==> src/rtl/phymgmt_pkg.sv <==
package phymgmt_pkg;
  localparam int REG_W = 16;

  // register numbers the logic depends on
  localparam int A_CTRL    = 0;
  localparam int A_STAT    = 1;
  localparam int A_ID_HI   = 2;
  localparam int A_ID_LO   = 3;
  localparam int A_ADV     = 4;
  localparam int A_PARTNER = 5;
  localparam int A_GIG_CTL = 9;
  localparam int A_GIG_ST  = 10;
  localparam int A_SP_CTL  = 16;
  localparam int A_SP_ST   = 17;

  // fixed read values
  localparam logic [REG_W-1:0] STAT_BASE    = 16'h7969;
  localparam logic [REG_W-1:0] PARTNER_VAL  = 16'h01E0;
  localparam logic [REG_W-1:0] GIG_CTL_VAL  = 16'h1E00;
  localparam logic [REG_W-1:0] GIG_ST_VAL   = 16'h3C00;

  localparam int STAT_LINK_BIT = 2;
  localparam int SP_LINK_BIT   = 10;
  localparam int CTRL_RST_BIT  = 15;

  // writable storage bank
  localparam int NUM_RW = 3;
  localparam int RW_CTRL_IDX = 0;
  localparam int RW_ADDR [NUM_RW] = '{A_CTRL, A_ADV, A_SP_CTL};
  localparam logic [REG_W-1:0] RW_INIT [NUM_RW] = '{16'h1140, 16'h01E1, 16'h0068};

  typedef struct packed {
    logic present;
    logic rd_ok;
    logic wr_ok;
  } acc_t;
endpackage

==> src/rtl/phymgmt_decode.sv <==
module phymgmt_decode
  import phymgmt_pkg::*;
#(
  parameter int ADDR_W = 5
) (
  input  logic [ADDR_W-1:0] addr_i,
  output acc_t              acc_o
);
  always_comb begin
    acc_o = '0;
    case (int'(addr_i))
      0, 4, 16:                         acc_o = '{present: 1'b1, rd_ok: 1'b1, wr_ok: 1'b1};
      1, 2, 3, 5, 9, 10, 17:            acc_o = '{present: 1'b1, rd_ok: 1'b1, wr_ok: 1'b0};
      6, 7, 8, 15, 18, 19, 20, 21, 26,
      29, 30:                           acc_o = '{present: 1'b1, rd_ok: 1'b0, wr_ok: 1'b0};
      default:                          acc_o = '0;
    endcase
  end
endmodule

==> src/rtl/phymgmt_rw_bank.sv <==
module phymgmt_rw_bank
  import phymgmt_pkg::*;
#(
  parameter int DATA_W = REG_W,
  parameter int NUM    = NUM_RW
) (
  input  logic                       clk_i,
  input  logic                       rst_ni,
  input  logic [NUM-1:0]             wr_sel_i,
  input  logic [DATA_W-1:0]          wr_data_i,
  output logic [NUM-1:0][DATA_W-1:0] q_o
);
  for (genvar i = 0; i < NUM; i++) begin : g_reg
    always_ff @(posedge clk_i or negedge rst_ni) begin
      if (!rst_ni)          q_o[i] <= DATA_W'(RW_INIT[i]);
      else if (wr_sel_i[i]) q_o[i] <= wr_data_i;
    end
  end
endmodule

==> src/rtl/phymgmt_link_track.sv <==
module phymgmt_link_track (
  input  logic clk_i,
  input  logic rst_ni,
  input  logic link_up_i,
  input  logic stat_rd_i,
  output logic live_o,
  output logic latched_o
);
  always_ff @(posedge clk_i or negedge rst_ni) begin
    if (!rst_ni) begin
      live_o    <= 1'b0;
      latched_o <= 1'b0;
    end else begin
      live_o <= link_up_i;
      if (!link_up_i)     latched_o <= 1'b0;
      else if (stat_rd_i) latched_o <= live_o;
    end
  end
endmodule

==> src/rtl/phymgmt_regs.sv <==
module phymgmt_regs
  import phymgmt_pkg::*;
#(
  parameter int              ADDR_W    = 5,
  parameter int              DATA_W    = REG_W,
  parameter logic [15:0]     VENDOR_ID = 16'h0141
) (
  input  logic              clk_i,
  input  logic              rst_ni,
  input  logic [ADDR_W-1:0] addr_i,
  input  logic              wr_en_i,
  input  logic [DATA_W-1:0] wr_data_i,
  input  logic              rd_en_i,
  output logic [DATA_W-1:0] rd_data_o,
  input  logic              link_up_i,
  input  logic [DATA_W-1:0] ext_id_i
);
  acc_t                       acc;
  logic [NUM_RW-1:0]          wr_sel;
  logic [NUM_RW-1:0][DATA_W-1:0] rw_q;
  logic                       live, latched;
  logic                       stat_rd;
  logic [DATA_W-1:0]          rd_val;
  logic [DATA_W-1:0]          ctrl_val;

  phymgmt_decode #(.ADDR_W(ADDR_W)) u_dec (.addr_i(addr_i), .acc_o(acc));

  for (genvar i = 0; i < NUM_RW; i++) begin : g_sel
    logic veto;
    if (i == RW_CTRL_IDX) begin : g_ctrl
      assign veto = wr_data_i[CTRL_RST_BIT];
    end else begin : g_plain
      assign veto = 1'b0;
    end
    assign wr_sel[i] = wr_en_i && acc.wr_ok && (int'(addr_i) == RW_ADDR[i]) && !veto;
  end

  phymgmt_rw_bank #(.DATA_W(DATA_W), .NUM(NUM_RW)) u_bank (
    .clk_i(clk_i), .rst_ni(rst_ni), .wr_sel_i(wr_sel), .wr_data_i(wr_data_i), .q_o(rw_q)
  );

  assign stat_rd  = rd_en_i && (int'(addr_i) == A_STAT);
  assign ctrl_val = rw_q[RW_CTRL_IDX];

  phymgmt_link_track u_link (
    .clk_i(clk_i), .rst_ni(rst_ni), .link_up_i(link_up_i),
    .stat_rd_i(stat_rd), .live_o(live), .latched_o(latched)
  );

  always_comb begin
    rd_val = '0;
    for (int i = 0; i < NUM_RW; i++)
      if (int'(addr_i) == RW_ADDR[i]) rd_val = rw_q[i];
    case (int'(addr_i))
      A_STAT:    begin
                   rd_val = DATA_W'(STAT_BASE);
                   rd_val[STAT_LINK_BIT] = latched;
                 end
      A_ID_HI:   rd_val = DATA_W'(VENDOR_ID);
      A_ID_LO:   rd_val = ext_id_i;
      A_PARTNER: rd_val = DATA_W'(PARTNER_VAL);
      A_GIG_CTL: rd_val = DATA_W'(GIG_CTL_VAL);
      A_GIG_ST:  rd_val = DATA_W'(GIG_ST_VAL);
      A_SP_ST:   begin
                   rd_val = '0;
                   rd_val[SP_LINK_BIT] = live;
                 end
      default:   ;
    endcase
    if (!acc.rd_ok) rd_val = '0;
  end

  always_ff @(posedge clk_i or negedge rst_ni) begin
    if (!rst_ni)      rd_data_o <= '0;
    else if (rd_en_i) rd_data_o <= rd_val;
  end
endmodule

==> config.mk <==
export PLATFORM = sky130hd
export DESIGN_NAME = phymgmt_regs
export DESIGN_NICKNAME = d
export VERILOG_FILES = /design/src/rtl/phymgmt_pkg.sv /design/src/rtl/phymgmt_decode.sv /design/src/rtl/phymgmt_rw_bank.sv /design/src/rtl/phymgmt_link_track.sv /design/src/rtl/phymgmt_regs.sv
export SDC_FILE = /design/constraint.sdc
export NUM_CORES = 1
export LEC_CHECK = 0
export BUFFER_PORTS_ARGS = -buffer_cell sky130_fd_sc_hd__buf_4
export CORE_ASPECT_RATIO = 0.5
export CORE_UTILIZATION = 45
export CTS_BUF_LIST = sky130_fd_sc_hd__clkbuf_2 sky130_fd_sc_hd__clkbuf_4 sky130_fd_sc_hd__clkbuf_8
export DETAILED_ROUTE_END_ITERATION = 12
export GPL_TIMING_DRIVEN = 0
export PLACE_DENSITY = 0.65
export SLEW_MARGIN = 30
export SYNTH_ARGS = -nofsm -noshare
export SYNTH_HDL_FRONTEND = slang
export SYNTH_SLANG_ARGS = --single-unit
==> constraint.sdc <==
create_clock -name clk_i -period 1.39 [get_ports clk_i]
set_input_delay 0.2085 -clock clk_i [delete_from_list [all_inputs] [get_ports clk_i]]
set_output_delay 0.2085 -clock clk_i [all_outputs]
set_load 0.005 [all_outputs]
# --- Yosys cells after proc, flatten, opt, wreduce, memory -nomap -nowiden ---
# Memory sizes are Yosys's and may differ from the RTL's.
# Index checks and enable logic that the tools add are counted.
word_totals:
  regBits: 66
  latch_bits: 0
  mem_bits_rw: 0
  mem_bits_ro: 96
  input_bits: 42
  out_inout_bits: 16
  wordCells: 33
  memories: 1
classes:
  add_sub_neg: 0
  multipliers: 0
  n_div: 0
  order_cmp: 0
  eq_ne: 11
  shift: 0
  mux: 7
  bitwise_logic: 0
  n_reduce_logical: 8
mem_list:
  columns: ["memory", "depth", "width", "read_ports", "rd_ports_with_merged_regs", "write_ports", "line", "source"]
  rows:
  - ["(name not given)", 32, 3, 1, 0, 0, "phymgmt_decode.sv:11", "case (int'(addr_i))"]
ops:
  columns: ["cell", "n"]
  rows:
  - ["one-hot mux 16 bit (7 select lines)", 1]
  - ["2-to-1 mux 16 bit", 4]
  - ["== test 5 x 2 -> 1 bit, second input constant", 3]
  - ["== test 5 x 4 -> 1 bit, second input constant", 3]
  - ["== test 5 bit, second input constant", 2]
  - ["logical AND 1 bit", 6]
  - ["== test 5 x 1 -> 1 bit, second input constant", 1]
  - ["== test 5 x 3 -> 1 bit, second input constant", 1]
  - ["logical NOT 5 bit", 1]
  - ["2-to-1 mux 1 bit", 2]
  - ["!= test 2 x 1 -> 1 bit, second input constant", 1]
  - ["logical NOT 1 bit", 1]

# --- Logic depth before layout (Yosys ltp) ---
# Gate-level depths: netlist (run 1).
logic_depth:
  ltp_word: 6
  mapped_depth: 8
  depth_no_buf: 6

# --- By module ---
# Synthesis (run 1) repeated with hierarchy kept, for this count alone.
hier_totals:
  cells_unflattened: 309
  hier_area_um2: 3648.5
by_module_without_submodules:
  columns: ["module", "n_inst", "cells_per_inst", "area_per_inst_um2", "seq_area_each_um2"]
  rows:
  - ["phymgmt_rw_bank", 1, 102, 1961.9, 1214.9]
  - ["phymgmt_regs", 1, 182, 1483.9, 400.4]
  - ["phymgmt_decode", 1, 21, 136.4, 0.0]
  - ["phymgmt_link_track", 1, 4, 66.3, 50.0]

# --- Worst setup path after synthesis (run 1) ---
# Ideal clock, no wire load.
synth_timing:
  kind: "input -> register"
  startpoint: "input addr_i[1]"
  endpoint: "register rd_data_o[6]"
  setup_time_ns: 0.121
  t_arrival_ns: 1.690
  required_time_ns: 1.269
  setup_slack_ns: -0.420
  stages: 7
  path_buffers: 1
  path_cell_list: "inv_1 > ha_1 > buf_2 > or4b_1 > a21o_1 > a221o_1 > a22o_1"
synth_via:
  elab_chain_cells: 6
  elab_cells_between_ends: 16
  classes_between: "9 x eq/ne; 5 x mux; 1 x reduce/logical; 1 x memory"
synth_rtl:
  columns: ["item", "line", "source"]
  rows:
  - ["from (decl)", "phymgmt_regs.sv:10", "input logic [ADDR_W-1:0] addr_i,"]
  - ["logical NOT 5 bit", "phymgmt_regs.sv:53", "if (int'(addr_i) == RW_ADDR[i]) rd_val = rw_q[i];"]
  - ["2-to-1 mux 16 bit (3 in a row)", "phymgmt_regs.sv:53", null]
  - ["one-hot mux 16 bit (7 select lines)", "phymgmt_regs.sv:54", "case (int'(addr_i))"]
  - ["2-to-1 mux 16 bit (*)", "phymgmt_regs.sv:70", "if (!acc.rd_ok) rd_val = '0;"]
  - ["to (signal assigned)", "phymgmt_regs.sv:75", "else if (rd_en_i) rd_data_o <= rd_val;"]
  - ["to (decl)", "phymgmt_regs.sv:14", "output logic [DATA_W-1:0] rd_data_o,"]
# Every way passes the cells marked *; elsewhere a longest branch is shown, timed or not.
# A chain may end at the register's enable or synchronous reset.

# --- Final worst setup path (run 1) ---
# Same ends and word-level chain as after synthesis.

==> flow_summary.json, run 1 <==
{
  "maxSlewHeadroom_pct": 44.2,
  "period_share_pct": 104,
  "ys_ff_latch": 66,
  "min_path_cells": 2,
  "ir_drop_v": 0.00103,
  "areaGrowthSynthToFinish_pct": 37.7,
  "reg2reg_depth": 4,
  "clk_pin_slew_ps": 90,
  "p_leak_nw": 2.08,
  "syn-num-nets": 323,
  "viasPerCell": 5.88,
  "antenna_found_initial": 0,
  "worst_slew_pin_slew_ps": 837,
  "drt_iter0_markers": 259,
  "skew_ps": 18.4,
  "synth_top_area_share_pct": 40.5,
  "crit_start": "addr_i[1]",
  "period_needed_ps": 1450,
  "die_y_um": 63.4,
  "cellInternalPower_mw": 3.80,
  "synth_cells": 277,
  "ys_seq_area_share_pct": 49.0,
  "synth_cell_types": 50,
  "cts_made_buffers": 9,
  "power_mw": 5.18,
  "globalRouteMet2Util_pct": 39.5,
  "ys.flop_type": "dfrtp_1",
  "worst_slack_ps": -61.3,
  "critPathKind": "input port to register",
  "pin_count": 58,
  "post_drt_wl_per_cell_um": 21.0,
  "synth-edff-count": 0,
  "p_comb_share_pct": 18.4,
  "async_flop_share_pct": 100,
  "die_w_um": 125,
  "required_ps": 1650,
  "clock_tree.buffer_depth": 2,
  "cts_root_buf": "clkbuf_8",
  "synth_area_leaders": "dfrtp_1 41%, mux2_2 16%, dfstp_2 8.5%",
  "r2r-start": "u_bank.q_o[5]",
  "violations": "DRC, setup timing",
  "grt_util_met3_pct": 7.56,
  "die-area_sq_um": 7920,
  "placed_cell_area_sq_um": 4070,
  "switching_share_pct": 26.7,
  "syn_area_per_cell_sq_um": 12.3,
  "vias": 2652,
  "cts.sinks": 66,
  "hp-start": "wr_data_i[10]",
  "r2r_slack_ps": 120,
  "cp_max_fo": 4,
  "core_sq_um": 6990,
  "grt_max_degree": 67,
  "grt_pass1_wl_um": 15100,
  "gp_congestion": 0.858,
  "hold_viol_final": 0,
  "worstSetupEndpointType": "register",
  "overflow": 0,
  "track_usage_pct": 26.0,
  "io_buffers": 56,
  "cts_tree": "done",
  "final_layout_size_suffix_gt1_share_pct": 52.9,
  "final_max_slew_viol_count": 0,
  "drv_cap": 0,
  "yosysTopAreaCell": "dfrtp_1",
  "rows": 21,
  "drt_pass1_iterations": 8,
  "power_density_nw_per_um2": 1110,
  "fin_nets": 400,
  "place_ws_ps": -745,
  "cts_max_level": 3,
  "n_antenna_cell": 0,
  "rsz0062_at_grt": "yes",
  "grt_pass1_vias": 2742,
  "reg2reg_to": "rd_data_o[5]",
  "fmax_mhz": 689,
  "power_frac_clock_pct": 35.8,
  "tns_ps": -168,
  "worstPathArrival_ps": 1710,
  "yosysWarnings": 0,
  "drc": 6,
  "netlist_area_sq_um": 3400,
  "ant_nets": 0,
  "hold_class": "input port to register",
  "clock_latency_ps": 370,
  "stdcell_area_sq_um": 4680,
  "start_util_pct": 48.6,
  "p_seq_share_pct": 45.8,
  "whs_endpoint": "u_bank.q_o[26]",
  "holdWs_ps": 87.3,
  "setup_viol": 7,
  "nFillCells": 506,
  "use_met1_pct": 36.5,
  "wl_um": 9490,
  "critPathLaunchType": "input port",
  "switchingPower_mw": 1.38,
  "busiest_layer": "met2",
  "hpwl_um": 6420,
  "status": "finished, violations left"
}
## power by group through the flow
stage | sequential [mW] | combinational (mW) | clock, mW
final | 2.37 | 0.951 | 1.86
after global routing | 2.40 | 1.03 | 1.98
after CTS | 2.36 | 0.924 | 1.89
after detailed placement | 2.39 | 0.813 | 0
after global placement | 2.37 | 0.786 | 0
after floorplan | 2.35 | 0.522 | 0
## worst max-delay path, cell delays in order
cell	delay (ps)
buf_12	110
inv_12	30
ha_4	160
or4b_1	500
a21o_1	190
a221o_1	310
a22o_1	200
## timing repair
action	in CTS	in global routing
buffers inserted	10	1
gates cloned	1	0
gates resized for setup	48	20
pin swaps	12	6
endpoints found under the setup margin	57	35
hold buffers	2	0
hold endpoints to repair	56	0
## worst max path at each step
stage | to | cells after the start
global route | rd_data_o[8] | 7
global placement | u_bank.q_o[17] | 8
floorplan | rd_data_o[6] | 7
CTS | u_bank.q_o[20] | 8
finish | rd_data_o[6] | 7
detailed placement | u_bank.q_o[20] | 8
## final cells by class
class / count / area, sq um / share of cell area (%)
inverter: 7 / 51.3 / 1.10
timing repair buffer: 69 / 576 / 12.3
clock inverter: 7 / 100 / 2.14
tap: 92 / 115 / 2.46
sequential: 66 / 1670 / 35.6
buffer: 19 / 179 / 3.82
multi-input combinational: 182 / 1870 / 39.9
clock buffer: 9 / 124 / 2.65
## metrics by stage
stage | cells | util (%)
CTS | 452 | 66.1
detailed placement | 425 | 58.2
global placement | 425 | 58.2
finish | 451 | 66.9
global route | 451 | 66.9
floorplan | 277 | -
## synthesized netlist by cell type (all sizes together), types with 3 or more instances
master   number
a31oi         9
mux2i        18
buf          13
a21oi         6
nor2          6
nand2         7
mux2         47
inv           7
a21o          3
dfrtp        55
a2bb2oi       8
o2bb2ai      13
ha            4
a22o          9
o21ai         7
clkbuf        9
dfstp        11
nand3b        3
a32oi         4
nor2b         4
## placed cells by master (no fill, tap or decap), drive strengths merged, types with 2 or more instances in the layout
master / n
buf: 78
dfrtp: 55
mux2: 47
mux2i: 18
clkbuf: 17
o2bb2ai: 13
dfstp: 11
a22o: 9
a31oi: 9
inv: 8
a2bb2oi: 8
nand2: 7
o21ai: 7
a21oi: 6
nor2: 6
a32oi: 4
ha: 4
nor2b: 4
clkinv: 4
nand3b: 3
a21o: 3
nand4b: 2
and2: 2
a22oi: 2
o32ai: 2
a211o: 2
a221o: 2
bufinv: 2
dlygate4sd3: 2
or3b: 2
o32a: 2
nor3: 2
## flip-flops by register name, summed over array words and instances, names as in the netlist
signal / flops
u_bank.q_o: 48
u_link.live_o: 1
u_link.latched_o: 1
rd_data_o: 16
## per-layer routing
metal,vias up,routed length (um)
met5,-,0
met3,10,648
met2,87,4230
li1,1215,-
met4,0,89
met1,1340,4530
## cell families after synthesis
family	after synthesis	synth area share, %
mux	65	20.9
flops	66	49.0
simple gates	36	6.56
buf+inv	29	4.01
compound gates	76	17.7
fa+ha+maj	5	1.80
Note: power is estimated with default switching activity, not from simulation.
==> run 2: changes to the inputs <==
Settings changed: RECOVER_POWER from default to 50, TNS_END_PERCENT from default to 10.
==> flow_summary.json, run 2 (same netlist as run 1, synthesis figures left out) <==
{
  "min_path_cells": 2,
  "violations": "DRC, setup timing",
  "layout_commonest_cell": "dfrtp_1",
  "critPathKind": "input port to register",
  "post_drt_wl_per_cell_um": 20.1,
  "grt_max_degree": 67,
  "largest_register_ffs": 48,
  "vias": 2618,
  "ir_drop_v": 0.000874,
  "whs_endpoint": "u_bank.q_o[20]",
  "start_util_pct": 48.6,
  "cp_slowest_stage_delay_ps": 510,
  "track_usage_pct": 24.7,
  "fin_nets": 399,
  "grt_pass1_wl_um": 14600,
  "worst_slack_ps": -122,
  "pin_count": 58,
  "hp-start": "wr_data_i[4]",
  "fmax_mhz": 662,
  "cts_tree": "done",
  "r2r-start": "u_bank.q_o[29]",
  "overflow": 0,
  "clock_tree.buffer_depth": 2,
  "reg2reg_depth": 4,
  "p_seq_share_pct": 46.8,
  "io_buffers": 56,
  "antenna_found_initial": 0,
  "critPathBufInv": 2,
  "power_density_nw_per_um2": 1110,
  "mostFrequentLayoutCells": "55 x dfrtp_1, 46 x buf_4, 37 x mux2_2",
  "hpwl_um": 6210,
  "power_frac_clock_pct": 35.9,
  "setup_viol": 19,
  "switching_share_pct": 25.6,
  "critPathLaunchType": "input port",
  "tns_ps": -1100,
  "post-route-util_pct": 65.4,
  "required_ps": 1640,
  "clock_latency_ps": 360,
  "nFillCells": 556,
  "reg2reg_to": "rd_data_o[13]",
  "regMostFlops": "u_bank.q_o",
  "path_cells": "buf_12, inv_12, ha_4, or4b_1, a21o_1, a221o_1, a22o_1",
  "drc": 6,
  "p_leak_nw": 2.02,
  "grt_pass1_vias": 2688,
  "rows": 21,
  "rsz0062_at_grt": "yes",
  "gp_congestion": 0.852,
  "period_needed_ps": 1510,
  "drt_iter0_markers": 220,
  "worstSetupEndpointType": "register",
  "hold_viol_final": 0,
  "status": "finished, violations left",
  "cts_made_buffers": 9,
  "seq_area_sq_um": 1670,
  "hold_class": "input port to register",
  "p_comb_share_pct": 17.3,
  "final_layout_size_suffix_gt1_share_pct": 50.3,
  "worst_slew_pin_slew_ps": 886,
  "core_sq_um": 6990,
  "holdWs_ps": 102,
  "skew_ps": 10.7,
  "drv_cap": 0,
  "cts_max_level": 3,
  "die-area_sq_um": 7920,
  "die_y_um": 63.4,
  "cpLargestDelayFamily": "compound AO/OA/AOI/OAI gates",
  "cp_max_fo": 5,
  "n_antenna_cell": 0,
  "areaGrowthSynthToFinish_pct": 34.5,
  "viasPerCell": 5.82,
  "clk_pin_slew_ps": 70,
  "cellInternalPower_mw": 3.78,
  "drt_pass1_iterations": 8,
  "final_max_slew_viol_count": 0,
  "critical-path-slowest-cell": "or4b_1",
  "r2r_slack_ps": 120,
  "period_share_pct": 109,
  "ant_nets": 0,
  "maxSlewHeadroom_pct": 40.9,
  "cts.sinks": 66,
  "wl_um": 9070,
  "cts_root_buf": "clkbuf_8",
  "reg_top3": "u_bank.q_o (48), rd_data_o (16)",
  "worstPathArrival_ps": 1760,
  "multi_input_area_sq_um": 1800,
  "die_w_um": 125,
  "switchingPower_mw": 1.30
}
[run 2: cell count changes in the layout (fill, tap and decap cells not counted), moves of 2 or more]
cell       before  now
buf_6          10    5
a2bb2oi_2       2    4
mux2_4         16   10
clkbuf_4        3   19
buf_4          61   46
o2bb2ai_4       0    2
inv_6           2    0
a31oi_1         7    9
o2bb2ai_1      10    8
a31oi_4         2    0
mux2_2         31   37
clkbuf_1        3    5
[run 2: power by group through the flow]
stage / combinational, mW / sequential [mW] / clock (mW)
global placement: 0.746 / 2.37 / 0
global route: 0.964 / 2.41 / 1.95
CTS: 0.811 / 2.36 / 1.87
finish: 0.881 / 2.38 / 1.83
detailed placement: 0.771 / 2.39 / 0
floorplan: 0.489 / 2.35 / 0
[run 2: worst max path at each step]
| stage | from | end | slack (ps) | cells past startpoint |
|---|---|---|---|---|
| floorplan | addr_i[1] | rd_data_o[6] | -350 | 7 |
| global placement | addr_i[0] | u_bank.q_o[44] | -760 | 8 |
| detailed placement | addr_i[1] | rd_data_o[14] | -780 | 6 |
| CTS | addr_i[0] | u_bank.q_o[31] | -200 | 8 |
| global route | addr_i[1] | rd_data_o[8] | -140 | 7 |
| finish | addr_i[1] | rd_data_o[8] | -120 | 7 |
[run 2: what timing repair did]
action	CTS	global route
endpoints found under the setup margin	64	32
buffers inserted	2	6
endpoints found under the hold margin	56	0
pin swaps	6	8
resized for setup	30	40
hold buffers	2	0
gates cloned	0	1
[run 2: layout make-up]
class / count / share of cell area (%)
multi-input combinational: 182 / 39.4
sequential: 66 / 36.5
timing repair buffer: 67 / 12.1
buffer: 20 / 3.45
clock buffer: 10 / 3.01
tap: 92 / 2.52
clock inverter: 6 / 1.97
inverter: 7 / 1.12
[run 2: layer usage]
metal / track usage [%] / vias to the layer above / share of wire (%)
li1: - / 1217 / -
met1: 35.7 / 1312 / 48
met2: 34.8 / 79 / 44
met3: 6.97 / 10 / 7.4
met4: 10.2 / 0 / 0.71
met5: 0 / - / 0
[run 2: through the flow]
step / cells / cell area, sq um / total power [mW] / setup slack (ps)
6_report: 450 / 4570 / 5.08 / -122
5_1_grt: 450 / 4570 / 5.32 / -143
4_1_cts: 445 / 4360 / 5.04 / -202
3_5_place_dp: 425 / 3980 / 3.16 / -778
3_3_place_gp: 425 / 3980 / 3.11 / -763
2_1_floorplan: 277 / 3440 / 2.84 / -353
